`config.mk`:
```
export PLATFORM = sky130hd
export DESIGN_NAME = rtRootTimer
export DESIGN_NICKNAME = d
export VERILOG_FILES = /design/src/rtl/rtTimerPkg.sv /design/src/rtl/rtTimerCtrl.sv /design/src/rtl/rtTimerDatapath.sv /design/src/rtl/rtRootTimer.sv
export SDC_FILE = /design/constraint.sdc
export NUM_CORES = 1
export LEC_CHECK = 0
export ABC_CLOCK_PERIOD_IN_PS = 3600
export BUFFER_PORTS_ARGS = -buffer_cell sky130_fd_sc_hd__buf_2
export CAP_MARGIN = 5
export CORE_ASPECT_RATIO = 1.4
export CORE_MARGIN = 2
export CORE_UTILIZATION = 61
export DETAILED_ROUTE_END_ITERATION = 16
export PLACE_DENSITY = 0.8
export SLEW_MARGIN = 15
export SYNTH_ARGS = -nofsm -noshare
export SYNTH_HDL_FRONTEND = slang
export SYNTH_SLANG_ARGS = --single-unit
```
`constraint.sdc`:
```
create_clock -name clk -period 3.6 [get_ports clk]
set_input_delay 0.36 -clock clk [delete_from_list [all_inputs] [get_ports clk]]
set_output_delay 0.36 -clock clk [all_outputs]
set_load 0.05 [all_outputs]
```
`src/rtl/rtTimerPkg.sv`:
```
package rtTimerPkg;
  localparam int CNT_W    = 16;
  localparam int ADDR_W   = 8;
  localparam int BIT_DIS  = 0;
  localparam int BIT_ROT  = 3;
  localparam int BIT_IRQT = 4;
  localparam int BIT_IRQO = 5;
  localparam int BIT_REP  = 6;
  localparam int BIT_ALT  = 8;
  localparam int BIT_FLAG = 11;
  localparam logic [CNT_W-1:0] MODE_MASK = CNT_W'(16'h0179);

  localparam logic [3:0] OFS_CNT  = 4'h0;
  localparam logic [3:0] OFS_MODE = 4'h4;
  localparam logic [3:0] OFS_TGT  = 4'h8;

  typedef struct packed {
    logic tick;
    logic modeWr;
    logic tgtWr;
    logic modeRd;
  } tmrStrobe_t;
endpackage

```
`src/rtl/rtTimerCtrl.sv`:
```
module rtTimerCtrl
  import rtTimerPkg::*;
#(
  parameter int IDX     = 0,
  parameter int ALT_DIV = 1,
  parameter bit HAS_DIS = 1'b0
) (
  input  logic              clk,
  input  logic              rstN,
  input  logic              altIn,
  input  logic              modeAlt,
  input  logic              modeDis,
  input  logic              wrEn,
  input  logic              rdEn,
  input  logic [ADDR_W-1:0] addr,
  output tmrStrobe_t        strb
);
  localparam int SEL_W = ADDR_W - 4;

  logic selMe;
  logic altTick;
  logic stopped;

  assign selMe = (addr[ADDR_W-1:4] == SEL_W'(IDX));

  generate
    if (ALT_DIV > 1) begin : g_pre
      localparam int PRE_W = $clog2(ALT_DIV);
      logic [PRE_W-1:0] preCnt;
      logic             preWrap;
      assign preWrap = (preCnt == PRE_W'(ALT_DIV - 1));
      always_ff @(posedge clk) begin
        if (!rstN || strb.modeWr) preCnt <= '0;
        else if (altIn)           preCnt <= preWrap ? '0 : preCnt + 1'b1;
      end
      assign altTick = altIn && preWrap;


      alt_no_back2back_chk: assert property (@(posedge clk) disable iff (!rstN)
        (modeAlt && strb.tick && !strb.modeWr) |=> !strb.tick);
    end else begin : g_direct
      assign altTick = altIn;
    end
  endgenerate

  assign stopped     = HAS_DIS && modeDis;
  assign strb.tick   = !stopped && (modeAlt ? altTick : 1'b1);
  assign strb.modeWr = wrEn && selMe && (addr[3:0] == OFS_MODE);
  assign strb.tgtWr  = wrEn && selMe && (addr[3:0] == OFS_TGT);
  assign strb.modeRd = rdEn && selMe && (addr[3:0] == OFS_MODE);
endmodule

```
`src/rtl/rtTimerDatapath.sv`:
```
module rtTimerDatapath
  import rtTimerPkg::*;
(
  input  logic             clk,
  input  logic             rstN,
  input  tmrStrobe_t       strb,
  input  logic [CNT_W-1:0] wdata,
  output logic [CNT_W-1:0] count,
  output logic [CNT_W-1:0] target,
  output logic [CNT_W-1:0] modeView,
  output logic             modeAlt,
  output logic             modeDis,
  output logic             irq
);
  logic [CNT_W-1:0] modeReg;
  logic [CNT_W-1:0] nextCnt;
  logic             flag;
  logic             latched;
  logic             hit;
  logic             ovf;
  logic             fire;

  assign nextCnt = count + 1'b1;
  assign hit     = strb.tick && (nextCnt == target);
  assign ovf     = strb.tick && (count == {CNT_W{1'b1}});
  assign fire    = ((hit && modeReg[BIT_IRQT]) || (ovf && modeReg[BIT_IRQO]))
                   && (modeReg[BIT_REP] || !latched);

  assign modeAlt  = modeReg[BIT_ALT];
  assign modeDis  = modeReg[BIT_DIS];
  assign modeView = modeReg | (CNT_W'(flag) << BIT_FLAG);

  always_ff @(posedge clk) begin
    if (!rstN) begin
      count   <= '0;
      modeReg <= '0;
      flag    <= 1'b0;
      latched <= 1'b0;
      irq     <= 1'b0;
    end else if (strb.modeWr) begin
      count   <= '0;
      modeReg <= wdata & MODE_MASK;
      flag    <= 1'b0;
      latched <= 1'b0;
      irq     <= 1'b0;
    end else begin
      irq <= fire;
      if (fire) latched <= 1'b1;
      if (strb.tick) count <= (hit && modeReg[BIT_ROT]) ? '0 : nextCnt;
      if (hit)              flag <= 1'b1;
      else if (strb.modeRd) flag <= 1'b0;
    end
  end

  always_ff @(posedge clk) begin
    if (!rstN)            target <= '0;
    else if (strb.tgtWr)  target <= wdata;
  end


  mode_write_clears_chk: assert property (@(posedge clk) disable iff (!rstN)
    strb.modeWr |=> (count == '0) && !irq && !flag);


  wrap_on_target_chk: assert property (@(posedge clk) disable iff (!rstN)
    (strb.tick && !strb.modeWr && modeReg[BIT_ROT] && (nextCnt == target)) |=> (count == '0));


  irq_needs_tick_chk: assert property (@(posedge clk) disable iff (!rstN)
    irq |-> $past(strb.tick));


  oneshot_single_chk: assert property (@(posedge clk) disable iff (!rstN)
    (irq && !modeReg[BIT_REP]) |=> !irq);


  flag_sets_chk: assert property (@(posedge clk) disable iff (!rstN)
    (strb.tick && !strb.modeWr && (nextCnt == target)) |=> flag);


  count_hold_chk: assert property (@(posedge clk) disable iff (!rstN)
    (!strb.tick && !strb.modeWr) |=> $stable(count));
endmodule

```
`src/rtl/rtRootTimer.sv`:
```
module rtRootTimer
  import rtTimerPkg::*;
#(
  parameter int T2_DIV = 8
) (
  input  logic              clk,
  input  logic              rstN,
  input  logic              pixEn,
  input  logic              hsync,
  input  logic              wrEn,
  input  logic              rdEn,
  input  logic [ADDR_W-1:0] addr,
  input  logic [CNT_W-1:0]  wdata,
  output logic [CNT_W-1:0]  rdata,
  output logic [2:0]        irq
);
  localparam int NUM_TMR = 3;

  tmrStrobe_t       strb     [NUM_TMR];
  logic [CNT_W-1:0] count    [NUM_TMR];
  logic [CNT_W-1:0] target   [NUM_TMR];
  logic [CNT_W-1:0] modeView [NUM_TMR];
  logic             modeAlt  [NUM_TMR];
  logic             modeDis  [NUM_TMR];

  generate
    for (genvar i = 0; i < NUM_TMR; i++) begin : g_tmr
      logic altIn;
      if (i == 0)      begin : g_s0 assign altIn = pixEn; end
      else if (i == 1) begin : g_s1 assign altIn = hsync; end
      else             begin : g_s2 assign altIn = 1'b1;  end

      rtTimerCtrl #(
        .IDX    (i),
        .ALT_DIV((i == 2) ? T2_DIV : 1),
        .HAS_DIS(i == 2)
      ) u_ctrl (
        .clk    (clk),
        .rstN   (rstN),
        .altIn  (altIn),
        .modeAlt(modeAlt[i]),
        .modeDis(modeDis[i]),
        .wrEn   (wrEn),
        .rdEn   (rdEn),
        .addr   (addr),
        .strb   (strb[i])
      );

      rtTimerDatapath u_dp (
        .clk     (clk),
        .rstN    (rstN),
        .strb    (strb[i]),
        .wdata   (wdata),
        .count   (count[i]),
        .target  (target[i]),
        .modeView(modeView[i]),
        .modeAlt (modeAlt[i]),
        .modeDis (modeDis[i]),
        .irq     (irq[i])
      );
    end
  endgenerate

  always_comb begin
    rdata = '0;
    for (int i = 0; i < NUM_TMR; i++) begin
      if (addr[ADDR_W-1:4] == (ADDR_W-4)'(i)) begin
        case (addr[3:0])
          OFS_CNT:  rdata = count[i];
          OFS_MODE: rdata = modeView[i];
          OFS_TGT:  rdata = target[i];
          default:  rdata = '0;
        endcase
      end
    end
  end
endmodule

```
==> summary.txt <==
Critical path
  – R2R cell count: 8
  – CP Capture Type: register
  – Critical Path AT: between 3 and 4 ns
  – RR Endpoint: g_tmr[1].u_dp.count[9]$_SDFFE_PP0N_
  – CP required: approximately 3.9 ns
  – R2r setup slk: roughly 0.43 ns
  – Crit path kind: reg -> reg
  – Crit Path Max Fanout: 8
  – Setup crit start kind: register
  – R2R Path Start: g_tmr[1].u_dp.count[0]$_SDFFE_PP0N_

Yosys
  – Mean post-synth cell area: 8.087 µm²
  – Post-synth EDFFs: 0
  – Distinct cell type count after synthesis: 82
  – Yosys warns: 0
  – Async S/R FF share, synth: 0%
  – Seq/Total Area, Yosys: 32.63%
  – Synthesized area: 7731 µm²
  – Synthesized net count: 991
  – Mapped Cells: 956
  – Main synth FF type: dfxtp_1
  – Number of synthesized register bits: 126

GRT
  – Largest net degree at the start of global routing: 49
  – Vias in the first global route: 7169
  – Grt met1 use: 40.80%
  – Busiest metal layer after global routing: met2
  – Grt ovf: 0
  – Initial antenna violation count: 0
  – Overall Global Routing Usage: between 30% and 40%
  – Grt met2 use: 59.50%
  – Met3 Use GR: under 10%
  – First-pass GRT wire length: 37680 µm

Min path
  – Hold WC Path Type: in -> reg
  – Worst Hold Launch: wdata[9]
  – Hold endpoint: g_tmr[0].u_dp.target[9]$_SDFFE_PN0P_
  – Worst hold stages: 3

Placement
  – HPWL Detailed: 17510 µm
  – Setup WS pre-CTS: 0.5430 ns
  – Routability cong.: around 1
  – IO Port Bufs: 48

Timing
  – Skew final: 0.008895 ns
  – Min Clock Period, post-route: between 3 and 4 ns
  – Fin. max-slew vios: 0
  – Worst-Margin Slew: 1.013 ns
  – Max_slew headroom: 31.84%
  – Max Clk Rate: 315.9 MHz
  – Final setup viols: 0
  – Period utilization: 87.94%
  – RSZ-0062 raised after global routing: false
  – Total Neg Setup Slack: 0 ns
  – Fin worst setup slack: 0.4340 ns
  – Final hold vios: 0

Detailed routing
  – Vias per std cell: 6.628
  – DR vias: 7510
  – Post-route ant nets: 0
  – # DRC: 0
  – Final WL: 23990 µm
  – First-pass DRT Iterations: 9
  – Initial DRC Count: 752
  – Post-DR wirelength/cell: roughly 21 µm

Power
  – Tot Pwr: 3.455 mW
  – Combinational Power Share: 5.7%
  – Static Leakage: 3.023 nW
  – Seq pwr share: 41.5%
  – Net Sw Frac: roughly 25%
  – Clk pwr share: approximately 53%
  – P_int: 2.605 mW
  – Worst VDD drop: 0.0002736 V
  – Power per cell area: 403.2 nW/µm²
  – Switching power: 0.8503 mW

Layout
  – Most frequent cells in the layout: 151 x nand2_1, 126 x dfxtp_1, 59 x xnor2_1, 59 x nor2_1, 49 x a21boi_0
  – Layout cells sized above 1: 12.21%
  – Commonest non-fill, non-tap cell in the layout: nand2_1
  – Area growth, synth to finish: 10.83%
  – Nets: 1005
  – Antenna diode count: 0
  – Fill count: 1041

Run status
  – Status: finished, final reports clean

Clock network
  – CTS hold repair buffers: 0
  – TritonCTS clock tree: built
  – Worst-case clock buffer depth: 2
  – Reg clk slew, reported paths: 0.06 ns
  – Clk root buf: clkbuf_16
  – Post-CTS Setup Bufs: 0
  – TritonCTS Sinks: between 100 and 150
  – TritonCTS Buffers: 17
  – Max H-tree Level: 4
  – Clk_lat worst skew: 0.42 ns
  – Post-CTS sizing: 0

Floorplanning
  – Die Span X: 99.15 µm
  – Row Count: 48
  – Die Y: approximately 140 µm
  – Number of I/O pins: 49
  – Die area: 13600 µm²
  – Core area: 12370 µm²
  – Initial core utilization: 62.49%

Flow run
  – Total of max-cap violations: 0
[worst max-delay path, stage by stage, from the launching register on]
cell and delay, ns:
dfxtp_1 0.46, ha_1 0.33, nand3_1 0.26, nor4_2 0.46
mux2i_1 0.14, nor4_1 0.42, o2111ai_1 0.52, nand4_1 0.25
a21bo_2 0.23
[flip-flops by register name, indices dropped and copies added, names as in the netlist]
| signal | count |
|---|---|
| g_tmr.u_ctrl.g_pre.preCnt | 3 |
| g_tmr.u_dp.irq | 3 |
| g_tmr.u_dp.flag | 3 |
| g_tmr.u_dp.count | 48 |
| g_tmr.u_dp.target | 48 |
| g_tmr.u_dp.modeReg | 18 |
| g_tmr.u_dp.latched | 3 |
[metrics by stage]
step / hold WS (ns) / std cells / util (%) / instance area (µm²)
final: 0.2079 / 1133 / 69.26 / 8568
after CTS: 0.2030 / 1133 / 69.26 / 8568
after global routing: 0.2064 / 1133 / 69.26 / 8568
after detailed placement: 0.4197 / 1101 / 64.24 / 7948
after floorplan: 0.4043 / 956 / - / 7731
after global placement: 0.4185 / 1101 / 64.24 / 7948
[per-layer routing]
layer / wire length [µm] / vias to the layer above
met5: 0 / -
met4: 1644 / 0
met3: 1719 / 109
met2: 11570 / 415
met1: 9060 / 3462
li1: - / 3524
[cell type report]
type / count / area (µm²) / area share (%)
repair buffers: 64 / 360.3 / 4.206
well taps: 150 / 187.7 / 2.190
inverters: 17 / 63.81 / 0.7447
clock buffers: 18 / 439.2 / 5.126
flip-flops and latches: 126 / 2522 / 29.44
clock inverters: 14 / 181.4 / 2.117
multi-input cells: 744 / 4813 / 56.18
[power by group through the flow]
stage | Clock, mW | Sequential, mW | Combinational (mW)
after floorplan | 0 | 1.45 | 0.134
after global placement | 0 | 1.46 | 0.191
after detailed placement | 0 | 1.46 | 0.192
after CTS | 1.83 | 1.43 | 0.194
after global routing | 1.90 | 1.43 | 0.214
final | 1.82 | 1.43 | 0.199
[worst max-delay path by stage]
stage                                   startpoint                             endpoint  slack [ns]  depth (start not counted)
3_5_place_dp   g_tmr[1].u_dp.count[0]$_SDFFE_PP0N_  g_tmr[1].u_dp.count[9]$_SDFFE_PP0N_        0.54                          8
6_report       g_tmr[1].u_dp.count[0]$_SDFFE_PP0N_  g_tmr[1].u_dp.count[9]$_SDFFE_PP0N_        0.43                          8
2_1_floorplan                              addr[1]                             rdata[8]        0.54                          7
3_3_place_gp   g_tmr[0].u_dp.count[0]$_SDFFE_PP0N_  g_tmr[0].u_dp.count[6]$_SDFFE_PP0N_        0.58                          8
5_1_grt        g_tmr[1].u_dp.count[0]$_SDFFE_PP0N_  g_tmr[1].u_dp.count[9]$_SDFFE_PP0N_        0.27                          8
4_1_cts        g_tmr[1].u_dp.count[0]$_SDFFE_PP0N_  g_tmr[1].u_dp.count[9]$_SDFFE_PP0N_        0.50                          8
[kinds of logic after synthesis]
family,Yosys count,share of synthesized area (%)
adders and majority gates,5,0.8092
and+or+nand+nor,397,26.09
buffers and inverters,86,5.308
xor gates and xnor gates,84,9.516
DFF,126,32.63
muxes,22,2.865
AOI/OAI and AO/OA,236,22.79
[cell usage after synthesis (all sizes together) (5+ instances only)]
cell      n  area (µm²)
a222oi   15       150.1
mux2i    21       210.2
a21boi   49       367.9
o22ai    10       62.56
dfxtp   126        2522
or4       5       41.29
buf      24       175.2
a22oi    27       202.7
and3     15       101.3
inv      17       63.81
o21ai    21       105.1
nor3     27       140.1
nand3    31       167.7
nand2b   10       62.56
and2      9       56.31
nor2b    21       131.4
a31oi    13       81.33
a221oi    9       78.83
xor2     25       219.0
nor2     61       239.0
nand4    21       158.9
ha        5       62.56
clkbuf   45       171.4
and4      5       43.79
nor4     16       112.6
o22a     16       140.1
nand2   151       566.8
or3       8       50.05
a21oi    28       143.9
xnor2    59       516.8
o221ai    7       61.31
No activity file was read; power rests on OpenSTA's default activity.
